### config.mk
export PLATFORM = sky130hd
export DESIGN_NAME = rmj_disp_top
export DESIGN_NICKNAME = d
export VERILOG_FILES = /design/src/rtl/rmj_pkg.sv /design/src/rtl/rmj_rotator.sv /design/src/rtl/rmj_masker.sv /design/src/rtl/rmj_target_adder.sv /design/src/rtl/rmj_disp_top.sv
export SDC_FILE = /design/constraint.sdc
export NUM_CORES = 1
export LEC_CHECK = 0
export BUFFER_PORTS_ARGS = -buffer_cell sky130_fd_sc_hd__clkbuf_2
export CORE_AREA = 2 2 84 86
export CTS_BUF_LIST = sky130_fd_sc_hd__clkbuf_4
export DETAILED_ROUTE_END_ITERATION = 10
export DIE_AREA = 0 0 86 88
export PLACE_DENSITY = 0.51
export SETUP_SLACK_MARGIN = 0.1
export SYNTH_ARGS = -nofsm -noshare
export SYNTH_HDL_FRONTEND = slang
export SYNTH_HIERARCHICAL = 1
export SYNTH_SLANG_ARGS = --single-unit
### constraint.sdc
create_clock -name clk -period 9.9 [get_ports clk]
set_input_delay 0.99 -clock clk [delete_from_list [all_inputs] [get_ports clk]]
set_output_delay 0.99 -clock clk [all_outputs]
set_load 0.1 [all_outputs]
### src/rtl/rmj_pkg.sv
package rmj_pkg;

    localparam int DATA_W  = 8;
    localparam int PC_W    = 16;
    localparam int CNT_W   = $clog2(DATA_W);
    localparam int EXT_W   = PC_W - DATA_W;

    typedef logic [DATA_W-1:0] field_t;
    typedef logic [PC_W-1:0]   pc_t;
    typedef logic [CNT_W-1:0]  cnt_t;

    typedef struct packed {
        field_t disp;
        pc_t    target;
    } jump_result_t;

    function automatic pc_t widen_signed(field_t d);
        return {{EXT_W{d[DATA_W-1]}}, d};
    endfunction

endpackage

### src/rtl/rmj_rotator.sv
module rmj_rotator #(
    parameter int W  = rmj_pkg::DATA_W,
    localparam int SW = $clog2(W)
) (
    input  logic [W-1:0]  din,
    input  logic [SW-1:0] amt,
    output logic [W-1:0]  dout
);

    logic [W-1:0] stage [0:SW];

    assign stage[0] = din;

    for (genvar k = 0; k < SW; k++) begin : g_stage
        localparam int STEP = 1 << k;
        assign stage[k+1] = amt[k] ? {stage[k][STEP-1:0], stage[k][W-1:STEP]}
                                   : stage[k];
    end

    assign dout = stage[SW];

endmodule

### src/rtl/rmj_masker.sv
module rmj_masker #(
    parameter int W  = rmj_pkg::DATA_W,
    localparam int SW = $clog2(W)
) (
    input  logic [W-1:0]  din,
    input  logic [SW-1:0] cnt,
    output logic [W-1:0]  dout
);

    for (genvar i = 0; i < W; i++) begin : g_bit
        if (i == 0) begin : g_lsb
            assign dout[i] = 1'b0;
        end else begin : g_upper
            assign dout[i] = din[i] & (int'(cnt) < (W - i));
        end
    end

endmodule

### src/rtl/rmj_target_adder.sv
module rmj_target_adder #(
    parameter int W  = rmj_pkg::DATA_W,
    parameter int PW = rmj_pkg::PC_W
) (
    input  logic [PW-1:0] pc_in,
    input  logic [W-1:0]  disp,
    output logic [PW-1:0] target
);

    assign target = pc_in + {{(PW-W){disp[W-1]}}, disp};

endmodule

### src/rtl/rmj_disp_top.sv
module rmj_disp_top
    import rmj_pkg::*;
(
    input  logic        clk,
    input  logic        rst,
    input  logic [7:0]  src_word,
    input  logic [2:0]  rot_amt,
    input  logic [2:0]  mask_cnt,
    input  logic [15:0] pc_next,
    output logic [7:0]  disp_out,
    output logic [15:0] target_pc
);

    field_t       rotated;
    field_t       masked;
    pc_t          sum;
    jump_result_t res_d;
    jump_result_t res_q;

    rmj_rotator #(.W(DATA_W)) u_rot (
        .din  (src_word),
        .amt  (rot_amt),
        .dout (rotated)
    );

    rmj_masker #(.W(DATA_W)) u_mask (
        .din  (rotated),
        .cnt  (mask_cnt),
        .dout (masked)
    );

    rmj_target_adder #(.W(DATA_W), .PW(PC_W)) u_add (
        .pc_in  (pc_next),
        .disp   (masked),
        .target (sum)
    );

    always_comb begin
        res_d.disp   = masked;
        res_d.target = sum;
    end

    always_ff @(posedge clk) begin
        if (rst) begin
            res_q <= '0;
        end else begin
            res_q <= res_d;
        end
    end

    assign disp_out  = res_q.disp;
    assign target_pc = res_q.target;

    AST_DISP_EVEN: assert property (@(posedge clk) disable iff (rst)
        !rst |=> (disp_out[0] == 1'b0));

    AST_UPPER_CLEARED: assert property (@(posedge clk) disable iff (rst)
        !rst |=> ((disp_out >> (DATA_W - int'($past(mask_cnt)))) == '0));

    AST_NO_ROTATE: assert property (@(posedge clk) disable iff (rst)
        (!rst && rot_amt == '0 && mask_cnt == '0) |=>
            (disp_out == ($past(src_word) & 8'hFE)));

    AST_TARGET_SUM: assert property (@(posedge clk) disable iff (rst)
        !rst |=> (target_pc == $past(pc_next) + widen_signed(disp_out)));

    AST_FULL_MASK: assert property (@(posedge clk) disable iff (rst)
        (!rst && mask_cnt == 3'd7) |=>
            (disp_out == '0 && target_pc == $past(pc_next)));

    AST_RESET_CLEARS: assert property (@(posedge clk)
        rst |=> (disp_out == '0 && target_pc == '0));

endmodule

* Word-level counts from Yosys, hierarchy flattened
Cells that the tools add are included.
** Storage, ports and cells
- Flip-flop bits (word level) :: 24
- Input bits :: 32
- Logic and storage cells :: 21
** Cells by class
- $add $sub $neg :: 1
- Bitwise gates (word level) :: 7
- Multiplexer cells :: 3
- Order comparisons :: 7
** Operator list (count)
- $mux W8 :: 3
- $add A16 B16 Y16 :: 1
- $lt A3 B3 Y1 const B :: 4
- $and A1 B1 Y1 :: 7
- $lt A3 B2 Y1 const B :: 2
- $lt A3 B1 Y1 const B :: 1

* Longest topological paths before layout
- Depth in word-level cells :: 5
- Gate-level depth with buffers :: 12

* Modules after synthesis
Netlist, hierarchy kept.
** Modules (own cells, without submodules)
- rmj_target_adder :: times used 1, cells each 107, area each 853.3 µm²
- rmj_disp_top :: times used 1, cells each 50, area each 693.2 µm²
- rmj_rotator :: times used 1, cells each 19, area each 326.6 µm²
- rmj_masker :: times used 1, cells each 12, area each 82.6 µm²

* Worst setup path before layout
OpenSTA, ideal clock, no wires.
- Kind :: input to register
- From :: input rot_amt[2]
- To :: register res_q, in the netlist target_pc[14]
- Data required time :: 9838 ps
- Setup slack :: 6051 ps
- Buffers on the path :: 2
- Cell stages on the path :: 12
- Arrival :: 3787 ps
- Cell sequence :: buf_6 > mux4_1 > mux2_2 > nor4b_2 > ha_1 > buf_6 > a211oi_2 > o21ai_0 > o311a_1 > or4b_1 > o311ai_1 > nor2b_2
** On the way
- Longest elaborated chain between the ends :: 3
- Elaborated cells between the ends (all ways) :: 9
- Classes of those cells :: 1 x add/sub; 1 x mux; 7 x bitwise
** Ends and longest elaborated chain
- from (decl) :: line rmj_disp_top.sv:7 : input logic [2:0] rot_amt,
- $mux W8 :: line rmj_rotator.sv:16 : assign stage[k+1] = amt[k] ? {stage[k][STEP-1:0], stage[k][W-1:STEP]}
- net rotated[7] :: line rmj_disp_top.sv:14 : field_t rotated;
- $and A1 B1 Y1 :: line rmj_masker.sv:14 : assign dout[i] = din[i] & (int'(cnt) < (W - i));
- net masked[7] :: line rmj_disp_top.sv:15 : field_t masked;
- $add A16 B16 Y16 :: line rmj_target_adder.sv:10 : assign target = pc_in + {{(PW-W){disp[W-1]}}, disp};
- net sum[14] :: line rmj_disp_top.sv:16 : pc_t sum;
- to (signal assigned) :: line rmj_disp_top.sv:47 : res_q <= res_d;
- to (decl) :: line rmj_disp_top.sv:18 : jump_result_t res_q;
The timed path passes the listed nets, and every way through them passes these cells.
A chain may end at the register's enable or synchronous reset.

* Worst setup path in the final report
Same ends and word-level chain as after synthesis.

==> flow_metrics.py <==
metrics = {
    "logic_synthesis": {
        "syn_area_per_cell_um2": 10.4,
        "synthesis.nets": 235,
        "synth_cells": 187,
        "syn-cell-area_um2": 1940,
        "yosys_warnings": 6,
    },
    "worst_setup_path": {
        "start_kind": "primary input",
        "cp_max_fo": 10,
        "worst_setup_path_end_kind": "register",
        "slowest_stage": "nor4b_2",
        "path_cells": "clkbuf_2 -> mux4_1 -> mux2_2 -> nor4b_2 -> ha_1 -> a211oi_2 -> o21ai_0 -> o311a_1 -> or4b_1 -> o311ai_1 -> nor2b_2",
        "arrival_ns": 4.28,
        "critPathMaxStageDelay_ns": 0.83,
        "crit_family": "simple AND/OR/NAND/NOR gates",
        "required_ns": 10.17,
        "cp-startpoint": "rot_amt[2]",
        "path_class": "primary input to register",
        "worst-path-buf-inv": 1,
    },
    "routing": {
        "postRouteAntennaNets": 0,
        "drt-vias-per-instance": 4.96,
        "vias": 1566,
        "drt_iter0_markers": 42,
        "route.met2.wl_mm": 1.94,
        "top_layer": "met4",
        "wl_met3_um": 227,
        "wl_per_cell_um": 13.4,
        "dr.pass1.iters": 4,
        "finalWirelength_mm": 4.25,
        "drc": 0,
        "drt-met1-wl_mm": 2.04,
    },
    "timing": {
        "worst_pin_slew_ns": 1.05,
        "rsz0062_at_grt": "no",
        "drv_slew": 0,
        "hold_viol": 0,
        "fmax_mhz": 250,
        "relSlewSlack": 0.299,
        "fin_tns_setup_ns": 0,
        "period_minus_slack_ns": 4.01,
        "finalSetupViolations": 0,
        "finalCritPeriodShare": 0.405,
    },
    "grt": {
        "grt_first_pass_wirelength_mm": 6.94,
        "track_usage": 0.115,
        "grt_max_degree": 25,
        "grt_pass1_vias": 1530,
        "antenna_found_initial": 0,
        "grt_overflow": 0,
    },
    "floorplan": {
        "coreArea_um2": 6640,
        "dieArea_um2": 7570,
        "die_h_um": 88,
        "start_util": 0.293,
        "num_io_pins": 56,
        "die-width_um": 86,
        "row_count": 30,
    },
    "clocking": {
        "cts_num_sinks": 24,
        "cts_made_buffers": 3,
        "clk_pin_slew_ns": 0.15,
        "tritoncts": "yes",
        "cts_resized": 0,
        "post_cts_buffers": 0,
        "hold_buffers": 0,
        "htreeDepth": 1,
        "root_buffer": "clkbuf_4",
        "cts_buffer_depth": 2,
    },
    "cells_and_area": {
        "area_growth_pct": 17.8,
        "nets": 285,
        "diodes": 0,
        "fin_util": 0.345,
        "multi_input_area_um2": 1350,
        "seq_area_um2": 480,
        "drive_gt1_frac": 0.373,
        "fillers": 692,
        "layout_common_cells": "clkbuf_2, dfxtp_1, ha_1",
        "mostFrequentLayoutCell": "clkbuf_2",
    },
    "power": {
        "p_per_area_nw_per_um2": 157,
        "ir_drop_uv": 56.8,
        "power.leakage_nw": 1.05,
    },
    "hold_path": {
        "holdPathEnd": "target_pc[0]",
        "min-delay-path-class": "primary input to register",
        "hold_path_depth": 3,
        "hp-start": "pc_next[0]",
    },
    "placement": {
        "io_buffers": 55,
        "dpl.hpwl_mm": 3.38,
        "place.gp.congestion": 0.751,
    },
    "status": {
        "status": "completed",
    },
    "run": {
        "drv_cap": 0,
    },
}
## state kept, by name, indices dropped and copies added (netlist names)
signal,flops
disp_out,8
target_pc,16
## power by group
group | total [mW] | switching (mW) | internal, mW | leakage [nW]
Combinational | 0.177 | 0.125 | 0.0519 | 0.819
Sequential | 0.110 | 0.00240 | 0.107 | 0.199
Clock | 0.0731 | 0.0322 | 0.0409 | 0.0279
Total | 0.360 | 0.160 | 0.200 | 1.05
## metal layers
layer | track usage | up-vias
li1 | - | 797
met1 | 0.153 | 725
met2 | 0.187 | 42
met3 | 0.0207 | 2
met4 | 0.0433 | 0
met5 | 0 | -
## worst max path at each step
| stage | end | slack, ns | cells past startpoint |
|---|---|---|---|
| after floorplan | target_pc[14] | 6.05 | 12 |
| after global placement | target_pc[14] | 5.57 | 11 |
| after detailed placement | target_pc[14] | 5.50 | 11 |
| after CTS | target_pc[14] | 5.85 | 11 |
| after global routing | target_pc[14] | 5.67 | 11 |
| final | target_pc[14] | 5.89 | 11 |
## per-stage QoR
stage / total power [mW] / hold WS [ns] / area (um2) / worst slack (ns) / instances
final: 0.360 / 0.997 / 2290 / 5.89 / 316
after global routing: 0.381 / 0.972 / 2290 / 5.67 / 316
after CTS: 0.365 / 0.980 / 2290 / 5.85 / 316
after detailed placement: 0.290 / 1.33 / 2240 / 5.50 / 312
after global placement: 0.290 / 1.33 / 2240 / 5.57 / 312
after floorplan: 0.262 / 1.18 / 1940 / 6.05 / 187
## layout make-up
class / instances / share of cell area
Inverter: 8 / 0.0131
Timing Repair Buffer: 55 / 0.120
Multi-Input combinational cell: 145 / 0.590
Sequential cell: 24 / 0.210
Clock inverter: 1 / 0.0131
Tap cell: 80 / 0.0437
Clock buffer: 3 / 0.00983
Power figures use the tool's default switching activity.
